<file path="config.mk">
export PLATFORM = sky130hd
export DESIGN_NAME = link_iso_recovery
export DESIGN_NICKNAME = d
export VERILOG_FILES = /design/src/rtl/liso_pkg.sv /design/src/rtl/liso_trig_qual.sv /design/src/rtl/liso_debounce.sv /design/src/rtl/liso_seq.sv /design/src/rtl/link_iso_recovery.sv
export SDC_FILE = /design/constraint.sdc
export NUM_CORES = 1
export LEC_CHECK = 0
export BUFFER_PORTS_ARGS = -buffer_cell sky130_fd_sc_hd__buf_4
export CORE_MARGIN = 8
export CORE_UTILIZATION = 35
export CTS_CLUSTER_DIAMETER = 150
export CTS_CLUSTER_SIZE = 20
export DETAILED_ROUTE_END_ITERATION = 16
export GPL_TIMING_DRIVEN = 0
export PLACE_DENSITY = 0.62
export REMOVE_ABC_BUFFERS = 1
export SETUP_SLACK_MARGIN = 0.3
export SYNTH_ARGS = -nofsm -noshare
export SYNTH_HDL_FRONTEND = slang
export SYNTH_SLANG_ARGS = --single-unit
</file>
<file path="constraint.sdc">
create_clock -name clk -period 2.55 [get_ports clk]
set_input_delay 0.3825 -clock clk [delete_from_list [all_inputs] [get_ports clk]]
set_output_delay 0.3825 -clock clk [all_outputs]
set_load 0.01 [all_outputs]
</file>
<file path="src/rtl/liso_pkg.sv">
package liso_pkg;
   localparam int MAX_SRC       = 6;
   localparam int FIFO_LANES    = 3;
   localparam int EVT_W         = 16;
   localparam int EVT_CAUSE_LSB = 8;
   localparam int EVT_ENTER_BIT = 14;
   localparam int EVT_EXIT_BIT  = 15;

   typedef enum logic [3:0] {
      PH_NORMAL,
      PH_DEBOUNCE,
      PH_ISOLATED,
      PH_DRAIN_AW,
      PH_DRAIN_W,
      PH_DRAIN_AR,
      PH_FABRIC,
      PH_CLEAR,
      PH_WAIT_ACK
   } phase_e;

   function automatic logic in_recovery(phase_e p);
      return (p != PH_NORMAL) && (p != PH_DEBOUNCE);
   endfunction
endpackage

</file>
<file path="src/rtl/liso_trig_qual.sv">
module liso_trig_qual #(
   parameter int NUM_SRC     = 6,
   parameter int SYNC_STAGES = 0
) (
   input  logic               clk,
   input  logic               rst_n,
   input  logic [NUM_SRC-1:0] trig_i,
   input  logic [NUM_SRC-1:0] en_i,
   output logic [NUM_SRC-1:0] qual_o
);
   logic [NUM_SRC-1:0] sync_w;

   if (SYNC_STAGES == 0) begin : g_nosync
      assign sync_w = trig_i;
   end else begin : g_sync
      logic [NUM_SRC-1:0] stg_q [SYNC_STAGES];
      always_ff @(posedge clk or negedge rst_n) begin
         if (!rst_n) begin
            for (int i = 0; i < SYNC_STAGES; i++) stg_q[i] <= '0;
         end else begin
            stg_q[0] <= trig_i;
            for (int i = 1; i < SYNC_STAGES; i++) stg_q[i] <= stg_q[i-1];
         end
      end
      assign sync_w = stg_q[SYNC_STAGES-1];
   end

   assign qual_o = sync_w & en_i;
endmodule

</file>
<file path="src/rtl/liso_debounce.sv">
module liso_debounce #(
   parameter int CNT_W = 16
) (
   input  logic             clk,
   input  logic             rst_n,
   input  logic             load_i,
   input  logic             run_i,
   input  logic [CNT_W-1:0] val_i,
   output logic             done_o
);
   logic [CNT_W-1:0] cnt_q;

   always_ff @(posedge clk or negedge rst_n) begin
      if (!rst_n)                              cnt_q <= '0;
      else if (load_i)                         cnt_q <= val_i;
      else if (run_i && cnt_q > CNT_W'(1))     cnt_q <= cnt_q - CNT_W'(1);
   end

   assign done_o = (cnt_q == CNT_W'(1));

   // debounce phase is only ever entered with a nonzero count loaded
   assert_run_nonzero_R3: assert property (@(posedge clk) disable iff (!rst_n)
      run_i |-> (cnt_q != '0));
endmodule

</file>
<file path="src/rtl/liso_seq.sv">
module liso_seq
   import liso_pkg::*;
(
   input  logic   clk,
   input  logic   rst_n,
   input  logic   go_i,
   input  logic   deb_zero_i,
   input  logic   deb_done_i,
   input  logic   auto_i,
   input  logic   step_i,
   input  logic   ack_i,
   output phase_e phase_o,
   output logic   enter_o,
   output logic   exit_o
);
   phase_e cur_q, nxt;
   logic   adv;

   assign adv = auto_i | step_i;

   always_comb begin
      nxt = cur_q;
      unique case (cur_q)
         PH_NORMAL:   if (go_i) nxt = deb_zero_i ? PH_ISOLATED : PH_DEBOUNCE;
         PH_DEBOUNCE: if (!go_i) nxt = PH_NORMAL;
                      else if (deb_done_i) nxt = PH_ISOLATED;
         PH_ISOLATED: if (adv) nxt = PH_DRAIN_AW;
         PH_DRAIN_AW: if (adv) nxt = PH_DRAIN_W;
         PH_DRAIN_W:  if (adv) nxt = PH_DRAIN_AR;
         PH_DRAIN_AR: if (adv) nxt = PH_FABRIC;
         PH_FABRIC:   if (adv) nxt = PH_CLEAR;
         PH_CLEAR:    nxt = PH_WAIT_ACK;
         PH_WAIT_ACK: if (ack_i) nxt = PH_NORMAL;
         default:     nxt = PH_NORMAL;
      endcase
   end

   always_ff @(posedge clk or negedge rst_n) begin
      if (!rst_n) cur_q <= PH_NORMAL;
      else        cur_q <= nxt;
   end

   assign phase_o = cur_q;
   assign enter_o = !in_recovery(cur_q) && (nxt == PH_ISOLATED);
   assign exit_o  = (cur_q == PH_WAIT_ACK) && ack_i;

   assert_manual_hold_R7: assert property (@(posedge clk) disable iff (!rst_n)
      (!auto_i && !step_i && (cur_q inside {PH_ISOLATED, PH_DRAIN_AW, PH_DRAIN_W,
                                            PH_DRAIN_AR, PH_FABRIC}))
      |=> (cur_q == $past(cur_q)));

   assert_wait_ack_R8: assert property (@(posedge clk) disable iff (!rst_n)
      (cur_q == PH_WAIT_ACK && !ack_i) |=> (cur_q == PH_WAIT_ACK));
endmodule

</file>
<file path="src/rtl/link_iso_recovery.sv">
module link_iso_recovery
   import liso_pkg::*;
#(
   parameter int NUM_SRC     = 6,
   parameter int CNT_W       = 16,
   parameter int SYNC_STAGES = 0
) (
   input  logic                  clk,
   input  logic                  rst_n,
   input  logic [NUM_SRC-1:0]    trig_i,
   input  logic [NUM_SRC-1:0]    trig_en_i,
   input  logic [CNT_W-1:0]      debounce_i,
   input  logic                  auto_step_i,
   input  logic                  step_i,
   input  logic                  reset_done_i,
   output logic                  isolate_o,
   output logic [FIFO_LANES-1:0] fifo_rst_o,
   output logic                  fabric_rst_o,
   output logic                  clear_err_o,
   output logic [EVT_W-1:0]      irq_evt_o
);
   if (NUM_SRC < 1 || NUM_SRC > MAX_SRC) begin : g_bad_src
      $error("link_iso_recovery: NUM_SRC must be 1..6");
   end
   if (CNT_W < 1 || CNT_W > 32) begin : g_bad_cnt
      $error("link_iso_recovery: CNT_W must be 1..32");
   end
   if (SYNC_STAGES < 0 || SYNC_STAGES > 4) begin : g_bad_sync
      $error("link_iso_recovery: SYNC_STAGES must be 0..4");
   end

   logic [NUM_SRC-1:0] qual;
   logic [NUM_SRC-1:0] pend_q;
   logic [NUM_SRC-1:0] cause_q;
   logic [MAX_SRC-1:0] cause_pad;
   logic               go, deb_zero, deb_done, deb_load, deb_run;
   logic               enter, leave, enter_q, exit_q;
   phase_e             phase;

   liso_trig_qual #(.NUM_SRC(NUM_SRC), .SYNC_STAGES(SYNC_STAGES)) u_qual (
      .clk(clk), .rst_n(rst_n), .trig_i(trig_i), .en_i(trig_en_i), .qual_o(qual));

   assign go       = (|qual) | (|pend_q);
   assign deb_zero = (debounce_i == '0);
   assign deb_load = (phase == PH_NORMAL) && go && !deb_zero;
   assign deb_run  = (phase == PH_DEBOUNCE) && go;

   liso_debounce #(.CNT_W(CNT_W)) u_deb (
      .clk(clk), .rst_n(rst_n), .load_i(deb_load), .run_i(deb_run),
      .val_i(debounce_i), .done_o(deb_done));

   liso_seq u_seq (
      .clk(clk), .rst_n(rst_n), .go_i(go), .deb_zero_i(deb_zero),
      .deb_done_i(deb_done), .auto_i(auto_step_i), .step_i(step_i),
      .ack_i(reset_done_i), .phase_o(phase), .enter_o(enter), .exit_o(leave));

   // causes latch on entry, pending collects triggers seen during recovery
   always_ff @(posedge clk or negedge rst_n) begin
      if (!rst_n) begin
         cause_q <= '0;
         pend_q  <= '0;
         enter_q <= 1'b0;
         exit_q  <= 1'b0;
      end else begin
         enter_q <= enter;
         exit_q  <= leave;
         if (enter) begin
            cause_q <= qual | pend_q;
            pend_q  <= '0;
         end else begin
            if (phase == PH_CLEAR) cause_q <= '0;
            if (in_recovery(phase)) pend_q <= pend_q | qual;
         end
      end
   end

   for (genvar i = 0; i < MAX_SRC; i++) begin : g_pad
      if (i < NUM_SRC) begin : g_used
         assign cause_pad[i] = cause_q[i];
      end else begin : g_zero
         assign cause_pad[i] = 1'b0;
      end
   end

   assign isolate_o     = in_recovery(phase);
   assign fifo_rst_o[0] = (phase == PH_DRAIN_AW);
   assign fifo_rst_o[1] = (phase == PH_DRAIN_W);
   assign fifo_rst_o[2] = (phase == PH_DRAIN_AR);
   assign fabric_rst_o  = (phase == PH_FABRIC);
   assign clear_err_o   = (phase == PH_CLEAR);
   assign irq_evt_o     = {exit_q, enter_q, cause_pad, EVT_CAUSE_LSB'(0)};

   assert_aw_after_iso_R5: assert property (@(posedge clk) disable iff (!rst_n)
      $rose(fifo_rst_o[0]) |-> $past(isolate_o));
   assert_w_after_aw_R5: assert property (@(posedge clk) disable iff (!rst_n)
      $rose(fifo_rst_o[1]) |-> $past(fifo_rst_o[0]));
   assert_ar_after_w_R5: assert property (@(posedge clk) disable iff (!rst_n)
      $rose(fifo_rst_o[2]) |-> $past(fifo_rst_o[1]));
   assert_fab_after_ar_R5: assert property (@(posedge clk) disable iff (!rst_n)
      $rose(fabric_rst_o) |-> $past(fifo_rst_o[2]));
   assert_clr_after_fab_R5: assert property (@(posedge clk) disable iff (!rst_n)
      $rose(clear_err_o) |-> $past(fabric_rst_o));
   assert_strobes_isolated_R11: assert property (@(posedge clk) disable iff (!rst_n)
      ((|fifo_rst_o) || fabric_rst_o || clear_err_o) |-> isolate_o);
   assert_cause_on_entry_R1: assert property (@(posedge clk) disable iff (!rst_n)
      $rose(isolate_o) |-> (cause_q != '0));
   assert_enter_pulse_R9: assert property (@(posedge clk) disable iff (!rst_n)
      irq_evt_o[EVT_ENTER_BIT] |=> !irq_evt_o[EVT_ENTER_BIT]);
   assert_exit_pulse_R9: assert property (@(posedge clk) disable iff (!rst_n)
      irq_evt_o[EVT_EXIT_BIT] |=> !irq_evt_o[EVT_EXIT_BIT]);
   assert_cause_cleared_R9: assert property (@(posedge clk) disable iff (!rst_n)
      clear_err_o |=> (cause_q == '0));
   assert_idle_stays_R2: assert property (@(posedge clk) disable iff (!rst_n)
      (phase == PH_NORMAL && qual == '0 && pend_q == '0) |=> !isolate_o);
   assert_pend_restart_R10: assert property (@(posedge clk) disable iff (!rst_n)
      (phase == PH_NORMAL && pend_q != '0) |=> (phase != PH_NORMAL));
endmodule

</file>
==> results of run 1 <==
-- layout by cell type (no fill, tap or decap), types with 7 or more instances in the layout --
cell	synthesis	final
nor2_1	28	26
nor4_1	7	7
nand3_1	12	12
conb_1	1	8
dfrtp_1	34	32
nand2_1	11	11
buf_4	10	46
o21ai_0	14	14
a21oi_1	20	20
inv_1	10	10
a31oi_1	8	8
-- flip-flops by register name (all words and copies together) (netlist names) --
name / flops
u_deb.cnt_q: 16
exit_q: 1
cause_pad: 6
enter_q: 1
u_seq.phase_o: 4
pend_q: 6
-- where the power goes --
group	total (W)	switching, W	internal (W)
Combinational	0.00123	0.000701	0.000531
Clock	0.000413	0.000195	0.000218
Sequential	0.00103	0.000269	0.000763
Total	0.00268	0.00117	0.00151
-- layer usage --
metal / up-vias / GRT usage
met2: 75 / 0.2086
met4: 0 / 0.03221
li1: 923 / -
met1: 927 / 0.1683
met3: 6 / 0.05178
met5: - / 0
-- area by class of cell --
type | instances | area [µm²] | share of cell area
Sequential cell | 34 | 853.3 | 0.3376
Multi-Input combinational cell | 177 | 1102 | 0.4361
Clock inverter | 1 | 5.005 | 0.001980
Timing Repair Buffer | 46 | 345.3 | 0.1366
Clock buffer | 7 | 86.33 | 0.03416
Inverter | 11 | 41.29 | 0.01634
Tap cell | 75 | 93.84 | 0.03713
-- worst max-delay path by stage --
stage / start / end / slack [ns] / depth (start not counted)
floorplan: trig_i[5] / u_deb.cnt_q[1] / 0.40 / 5
global placement: trig_i[5] / u_deb.cnt_q[0] / -0.34 / 6
detailed placement: trig_i[5] / u_deb.cnt_q[1] / -0.40 / 6
CTS: u_deb.cnt_q[0] / u_deb.cnt_q[10] / 0.31 / 8
global route: u_deb.cnt_q[1] / u_deb.cnt_q[10] / 0.29 / 8
finish: u_deb.cnt_q[1] / u_deb.cnt_q[10] / 0.39 / 8
-- cell families (layout without fill, tap and decap cells) --
kind of cell               count (synthesis)  after routing  share of synthesized area
adders and majority gates                  2              2                    0.01218
DFF                                       34             34                     0.4141
AOI/OAI and AO/OA                         75             75                     0.2412
buffers and inverters                     32             65                    0.08161
other                                      1              8                   0.001825
and+or+nand+nor                           92             92                     0.2491
-- through the flow --
| stage | instances | TNS, ns |
|---|---|---|
| after detailed placement | 343 | -4.207 |
| after global routing | 351 | 0 |
| final | 351 | 0 |
| after CTS | 351 | 0 |
| after floorplan | 222 | 0 |
| after global placement | 343 | -3.200 |
==> impl_metrics.tcl, run 1 <==
set metrics [dict create \
    outcome "finished clean" \
    detail-route-antenna-nets 0 \
    postCtsSetupBuffers 0 \
    r2r_start "u_deb.cnt_q[1]" \
    numPortBuffers 46 \
    fp.dieH_um 92.62 \
    ys_warn_count 0 \
    nNetsFinal 310 \
    ys_types 48 \
    grt_max_degree 35 \
    fin_crit_ns 2.160 \
    fin_crit_sh 0.8470 \
    fillers 586 \
    drc 0 \
    synth_common_cells "34 x dfrtp_1, 28 x nor2_1, 20 x a21oi_1, 14 x o21ai_0, 12 x nand3_1" \
    root_buffer "clkbuf_8" \
    m1WireLength_um 2560 \
    htreeDepth 2 \
    grt_pass1_wl_um 9411 \
    worst_hold_slack_ns 0.03673 \
    p_leak_nw 1.084 \
    fin_skew_ns 0.005395 \
    hp-class "in -> async" \
    vias 1931 \
    power.density_nw_per_um2 1059 \
    synth.avg_cell_area_um2 8.705 \
    path_cells "inv_1 > ha_4 > or3b_4 > nor2_4 > o211ai_4 > or3_4 > a21oi_1 > o22ai_1" \
    pre_cts_ws_ns -0.4040 \
    syn_inst 236 \
    met2_length_um 2532 \
    tightest_slew_ns 0.6634 \
    synth_area_leaders "dfrtp_1 41%, nor2_1 5.1%, a21oi_1 4.9%" \
    path_clk_slew_ns 0.07 \
    overflow 0 \
    ys_ff_latch 34 \
    start_util 0.3554 \
    synth_top_area_frac 0.4141 \
    placementRows 28 \
    cp_max_fo 5 \
    async_flop_share 1.000 \
    critical_path.top_delay_family "simple AND/OR/NAND/NOR gates" \
    clock-sinks 34 \
    arrival_ns 2.30 \
    area_delta_synth_final_pct 23.02 \
    topRoutingLayerUsed "met4" \
    grt_antenna_before_repair 0 \
    gp_congestion 0.8563 \
    hold_viol_final 0 \
    placed_area_um2 2394 \
    cp.required_ns 2.69 \
    maxCapViolations 0 \
    track_usage 0.1332 \
    r2r_cells 8 \
    ys.flop_type "dfrtp_1" \
    met3_length_um 487 \
    finalPower_w 0.002678 \
    post_drt_wl_per_cell_um 16.03 \
    cts_tree "done" \
    cts_resized 3 \
    fin_area_um2 2527 \
    rsz0062_at_grt "yes" \
    synth_edf_count 0 \
    dp_hpwl_um 4191 \
    setup_slack_ns 0.3903 \
    postCtsHoldBufs 0 \
    drv_slew 0 \
    insertedDiodeCount 0 \
    cp_slowest_cell "dfrtp_1" \
    clock_path_buffers 2 \
    synth_seq_area_share 0.4141 \
    clk_latency_ns 0.28 \
    grt_pass1_vias 1993 \
    die_area_um2 8578 \
    drt_iter0_drc 97 \
    drtPass1Iterations 4 \
    syn_area_um2 2054 \
    reg2reg_slack_ns 0.39 \
    cp-start-kind "flip-flop" \
    relSlewSlack 0.5536 \
    vias_per_cell 5.501 \
    drive_gt1_frac 0.2862 \
    wl_um 5625 \
    core_um2 5781 \
    yosysTopAreaCell "dfrtp_1" \
    critical_path.max_stage_delay_ns 0.42 \
    die_w_um 92.62 \
    synth_most_common_cell "dfrtp_1" \
    cts_buffers 5 \
    ioPinCount 55 \
    max_freq_ghz 0.4630 \
    crit_buf_inv 1 \
    finalSetupViolations 0 \
    vdd.ir_drop.worst_mv 0.4590 \
    utilization 0.4372 \
    r2r_end "u_deb.cnt_q[10]" \
    cp-end-kind "flip-flop" \
    crit_type "reg -> reg" \
]
No activity file was read; power rests on OpenSTA's default activity.
==> inputs of run 2 (changes only) <==
ABC_AREA = 1   (was default)
PLACE_DENSITY = 0.63   (was 0.62)
clock period = 1.85 ns   (was 2.55 ns; I/O delays follow)
==> run 2 against run 1 <==
Global-route usage decreased by 0.16 points. Die area increased by 7.4%. Wire length increased by 6.3%. Critical endpoint is now u_deb.cnt_q[0]. Largest power group unchanged.
==> impl_metrics.tcl, run 2 <==
set metrics [dict create \
    clock_path_buffers 2 \
    vias 2240 \
    core_um2 6277 \
    ys_ff_latch 34 \
    p_int_w 0.002995 \
    synth_most_common_cell "nand2_1" \
    drc 0 \
    critical_path.top_delay_family "simple AND/OR/NAND/NOR gates" \
    placementRows 29 \
    syn_inst 312 \
    drt_iter0_drc 143 \
    cts_buffers 5 \
    pre_cts_ws_ns -0.2779 \
    nNetsFinal 428 \
    synth_edf_count 0 \
    path_cells "nor2_2 > nand2_2 > nor2_4 > nand2_2 > nor3b_4 > nor2_4 > nor2_4 > buf_6 > nand2_1 > o211ai_1" \
    fin_crit_sh 0.9465 \
    outcome "finished clean" \
    arrival_ns 1.96 \
    vias_per_cell 4.756 \
    largest_register "u_deb.cnt_q" \
    wl_um 5977 \
    fp.dieH_um 95.97 \
    layout_commonest_cell "nand2_1" \
    topRoutingLayerUsed "met4" \
    post_drt_wl_per_cell_um 12.69 \
    die_area_um2 9210 \
    start_util 0.3566 \
    cpMostUsedCell "nor2_4" \
    clock-sinks 34 \
    power.density_nw_per_um2 1694 \
    root_buffer "clkbuf_8" \
    track_usage 0.1316 \
    synth_top_area_frac 0.3801 \
    critical_path.max_stage_delay_ns 0.40 \
    synth_area_leaders "dfrtp_1 38%, nand2_1 15%, nand3_1 7.4%" \
    overflow 0 \
    seq_area_um2 857.1 \
    drtPass1Iterations 5 \
    setup_slack_ns 0.09902 \
    synth_seq_area_share 0.3801 \
    cp-start-kind "flip-flop" \
    path_clk_slew_ns 0.07 \
    power.share.switching 0.4423 \
    max_freq_ghz 0.5711 \
    htreeDepth 2 \
    ioPinCount 55 \
    drive_gt1_frac 0.3858 \
    multiInputGateArea_um2 1305 \
    met3_length_um 337 \
    grt_antenna_before_repair 0 \
    fin_tns_setup_ns 0 \
    ys.flop_type "dfrtp_1" \
    m1WireLength_um 2609 \
    synth.avg_cell_area_um2 7.174 \
    hp-class "in -> reg" \
    async_flop_share 1.000 \
    rsz0062_at_grt "yes" \
    p_clk_frac 0.109 \
    finalSetupViolations 0 \
    comb_power_share 0.620 \
    p_switching_w 0.002376 \
    seqPwrFrac 0.271 \
    insertedDiodeCount 0 \
    maxCapViolations 0 \
    largest_reg_flops 16 \
    yosysTopAreaCell "dfrtp_1" \
    cp_slowest_cell "dfrtp_1" \
    utilization 0.5051 \
    detail-route-antenna-nets 0 \
    vdd.ir_drop.worst_mv 0.8689 \
    clk_latency_ns 0.29 \
    hold_viol_final 0 \
    p_leak_nw 1.615 \
    ys_types 33 \
    fin_skew_ns 0.005885 \
    met2_length_um 2969 \
    synth_common_cells "87 x nand2_1, 44 x nor2_1, 39 x inv_1, 34 x dfrtp_1, 33 x nand3_1" \
    syn_area_um2 2238 \
    grt_max_degree 35 \
    grt_pass1_vias 2127 \
    finalPower_w 0.005371 \
    crit_buf_inv 1 \
    drv_slew 0 \
    cp-end-kind "flip-flop" \
    fillers 601 \
    dp_hpwl_um 4122 \
    ys_warn_count 0 \
    crit_type "reg -> reg" \
    cp.required_ns 2.06 \
    layout_common_cells "75 x nand2_1, 71 x buf_4, 35 x nor2_1, 33 x inv_1, 29 x dfrtp_1" \
    die_w_um 95.97 \
    numPortBuffers 46 \
    fin_crit_ns 1.751 \
    grt_pass1_wl_um 9660 \
    gp_congestion 0.8412 \
    area_delta_synth_final_pct 41.64 \
    cp_max_fo 6 \
    cts_tree "done" \
]
[run 2: power groups by stage]
| stage | registers, W | clock network (W) | logic, W |
|---|---|---|---|
| 2_1_floorplan | 0.00138 | 0 | 0.00163 |
| 5_1_grt | 0.00151 | 0.000626 | 0.00367 |
| 3_3_place_gp | 0.00141 | 0 | 0.00220 |
| 6_report | 0.00146 | 0.000585 | 0.00333 |
| 4_1_cts | 0.00142 | 0.000597 | 0.00299 |
| 3_5_place_dp | 0.00143 | 0 | 0.00224 |
[run 2: worst paths after layout]
kind | start | endpoint | slack, ns | depth (start not counted)
setup / recovery | u_deb.cnt_q[4] | u_deb.cnt_q[0] | 0.1 | 10
hold / removal | reset_done_i | u_seq.phase_o[3] | 0.19 | 2
setup reg to reg | u_deb.cnt_q[4] | u_deb.cnt_q[0] | 0.1 | 10
hold reg to reg | cause_pad[1] | cause_pad[1] | 0.50 | 2
max in group asynchronous | rst_n | u_deb.cnt_q[7] | 1.03 | 2
min in group asynchronous | rst_n | u_deb.cnt_q[0] | 0.48 | 2
[run 2: timing repair]
item,in CTS,in global routing
gates resized for setup,30,28
endpoints found under the hold margin,34,0
endpoints found under the setup margin,34,35
setup buffers,26,7
gates cloned,0,0
hold buffers,1,0
pin swaps,10,10
[run 2: layout make-up]
class	count	area share
clock inverters	2	0.003946
multi-input cells	230	0.4116
flip-flops and latches	34	0.2703
well taps	77	0.03039
clock buffers	6	0.02605
inverters	42	0.05249
repair buffers	80	0.2052
[run 2: kinds of logic (layout without fill, tap and decap cells)]
| family | count (synthesis) | after routing | share of synthesized area |
|---|---|---|---|
| and+or+nand+nor | 187 | 187 | 0.3812 |
| DFF | 34 | 34 | 0.3801 |
| xor gates and xnor gates | 10 | 10 | 0.03913 |
| adders and majority gates | 2 | 2 | 0.01118 |
| AOI/OAI and AO/OA | 23 | 23 | 0.06932 |
| other | 1 | 8 | 0.001675 |
| buffers and inverters | 55 | 130 | 0.1174 |
[run 2: metal layers]
layer / vias to the layer above / GRT usage
met2: 62 / 0.2200
met4: 0 / 0.03969
met1: 1040 / 0.1637
li1: 1129 / -
met5: - / 0
met3: 9 / 0.03198
[run 2: through the flow]
| step | cells | area, µm² | hold WS (ns) |
|---|---|---|---|
| 6_report | 471 | 3171 | 0.1891 |
| 5_1_grt | 471 | 3171 | 0.1781 |
| 4_1_cts | 464 | 3020 | 0.1807 |
| 3_5_place_dp | 429 | 2604 | 0.2595 |
| 3_3_place_gp | 429 | 2604 | 0.2585 |
| 2_1_floorplan | 306 | 2162 | -0.01809 |
==> inputs of run 3 (changes only) <==
clock period = 1.5 ns   (was 1.85 ns; I/O delays follow)
==> run 3 against run 2 <==
The flow now finishes with violations (setup timing). Die area unchanged. Register-to-register slack got worse by 0.33 ns. Critical path depth increased by 1. Final area increased by 3.9%. Via count decreased by 0.31%. First-iteration DRC count decreased by 16%. Power increased by 29%. Global-route usage increased by 0.34 points. Core utilization increased by 2.0 points. Non-clock buffer count increased by 8. Cell count increased by 1.7%. Flip-flop and latch count unchanged. Critical path type unchanged. Largest power group unchanged.
==> impl_metrics.tcl, run 3 (synthesis gave the netlist of run 2 again) <==
set metrics [dict create \
    outcome "complete, but fails checks" \
    violations "setup timing" \
    cp_slowest_cell "dfrtp_1" \
    dp_hpwl_um 4122 \
    vdd.ir_drop.worst_mv 1.070 \
    hold_viol_final 0 \
    drc 0 \
    ioPinCount 55 \
    grt_antenna_before_repair 0 \
    finalPower_w 0.006945 \
    worst_hold_slack_ns 0.1241 \
    drv_slew 0 \
    vias 2233 \
    setup_slack_ns -0.2350 \
    die_area_um2 9210 \
    cp-end-kind "flip-flop" \
    pre_cts_ws_ns -0.6279 \
    clk_latency_ns 0.29 \
    core_um2 6277 \
    placementRows 29 \
    fin_skew_ns 0.005215 \
    layout_common_cells "74 x buf_4, 73 x nand2_1, 34 x nor2_1, 30 x inv_1, 30 x dfrtp_1" \
    seq_area_um2 855.8 \
    p_leak_nw 1.671 \
    insertedDiodeCount 0 \
    root_buffer "clkbuf_8" \
    r2r_cells 11 \
    critical_path.max_stage_delay_ns 0.39 \
    fin_crit_sh 1.157 \
    largest_reg_flops 16 \
    overflow 0 \
    arrival_ns 1.95 \
    post_drt_wl_per_cell_um 12.82 \
    start_util 0.3566 \
    area_delta_synth_final_pct 47.12 \
    path_cells "inv_2 > ha_4 > nand2_4 > nor2_4 > nand2_4 > nor3b_4 > nor2_4 > nor2_4 > buf_6 > nand2_1 > o211ai_1" \
    maxCapViolations 0 \
    max_freq_ghz 0.5764 \
    die_w_um 95.97 \
    clock_path_buffers 2 \
    power.density_nw_per_um2 2109 \
    largest_register "u_deb.cnt_q" \
    rsz0062_at_grt "yes" \
    cp_max_fo 6 \
    fillers 578 \
    drtPass1Iterations 4 \
    worst-path-stages 11 \
    track_usage 0.1350 \
    grt_pass1_wl_um 9894 \
    grt_pass1_vias 2158 \
    nNetsFinal 436 \
    layout_commonest_cell "buf_4" \
    drive_gt1_frac 0.4129 \
    grt_max_degree 35 \
    fin_crit_ns 1.735 \
    cp.required_ns 1.71 \
    path_clk_slew_ns 0.08 \
    htreeDepth 2 \
    wl_um 6143 \
    cts_buffers 5 \
    drt_iter0_drc 120 \
    crit_type "reg -> reg" \
    finalSetupViolations 30 \
    cpMostUsedCell "nor2_4" \
    crit_buf_inv 2 \
    critical_path.top_delay_family "simple AND/OR/NAND/NOR gates" \
    numPortBuffers 46 \
    hp-class "in -> reg" \
    gp_congestion 0.8412 \
    detail-route-antenna-nets 0 \
    fp.dieH_um 95.97 \
    clock-sinks 34 \
    cp-start-kind "flip-flop" \
    multiInputGateArea_um2 1348 \
    vias_per_cell 4.662 \
    hold-path-cell-count 2 \
    cts_tree "done" \
]
## run 3: layout make-up
cell class,count,share of cell area
Clock inverter,2,0.003799
Timing Repair Buffer,88,0.2215
Inverter,42,0.05129
Multi-Input combinational cell,230,0.4092
Sequential cell,34,0.2599
Tap cell,77,0.02926
Clock buffer,6,0.02508
## run 3: final timing paths
kind / startpoint / end / slack, ns
hold / removal: reset_done_i / u_seq.phase_o[3] / 0.12
setup reg to reg: u_deb.cnt_q[1] / u_deb.cnt_q[0] / -0.23
max in group asynchronous: rst_n / u_seq.phase_o[3] / 0.74
hold reg to reg: cause_pad[5] / cause_pad[5] / 0.51
setup / recovery: u_deb.cnt_q[1] / u_deb.cnt_q[0] / -0.23
min in group asynchronous: rst_n / u_deb.cnt_q[0] / 0.42
## run 3: through the flow
step | instance area, µm² | utilization | cells | setup TNS, ns
after floorplan | 2162 | - | 306 | -3.845
after global placement | 2604 | 0.4148 | 429 | -12.11
after detailed placement | 2604 | 0.4148 | 429 | -12.64
after CTS | 3161 | 0.5035 | 473 | -4.496
after global routing | 3293 | 0.5246 | 479 | -8.342
final | 3293 | 0.5246 | 479 | -5.630
## run 3: power by group
part	internal, W	switching [W]	total, W
Combinational	0.00214	0.00230	0.00444
Clock	0.000369	0.000364	0.000733
Sequential	0.00136	0.000412	0.00177
Total	0.00386	0.00308	0.00694
## run 3: timing repair
action,in CTS,in global routing
setup buffers,35,6
gates resized for setup,52,22
endpoints found under the setup margin,37,37
hold endpoints to repair,34,0
hold buffers,1,0
pin swaps,19,13
## run 3: routing by layer
layer	track usage	up-vias	wire (µm)
li1	-	1136	-
met1	0.1667	1041	2684
met2	0.2314	47	3104
met3	0.02964	9	271
met4	0.03585	0	83
met5	0	-	0
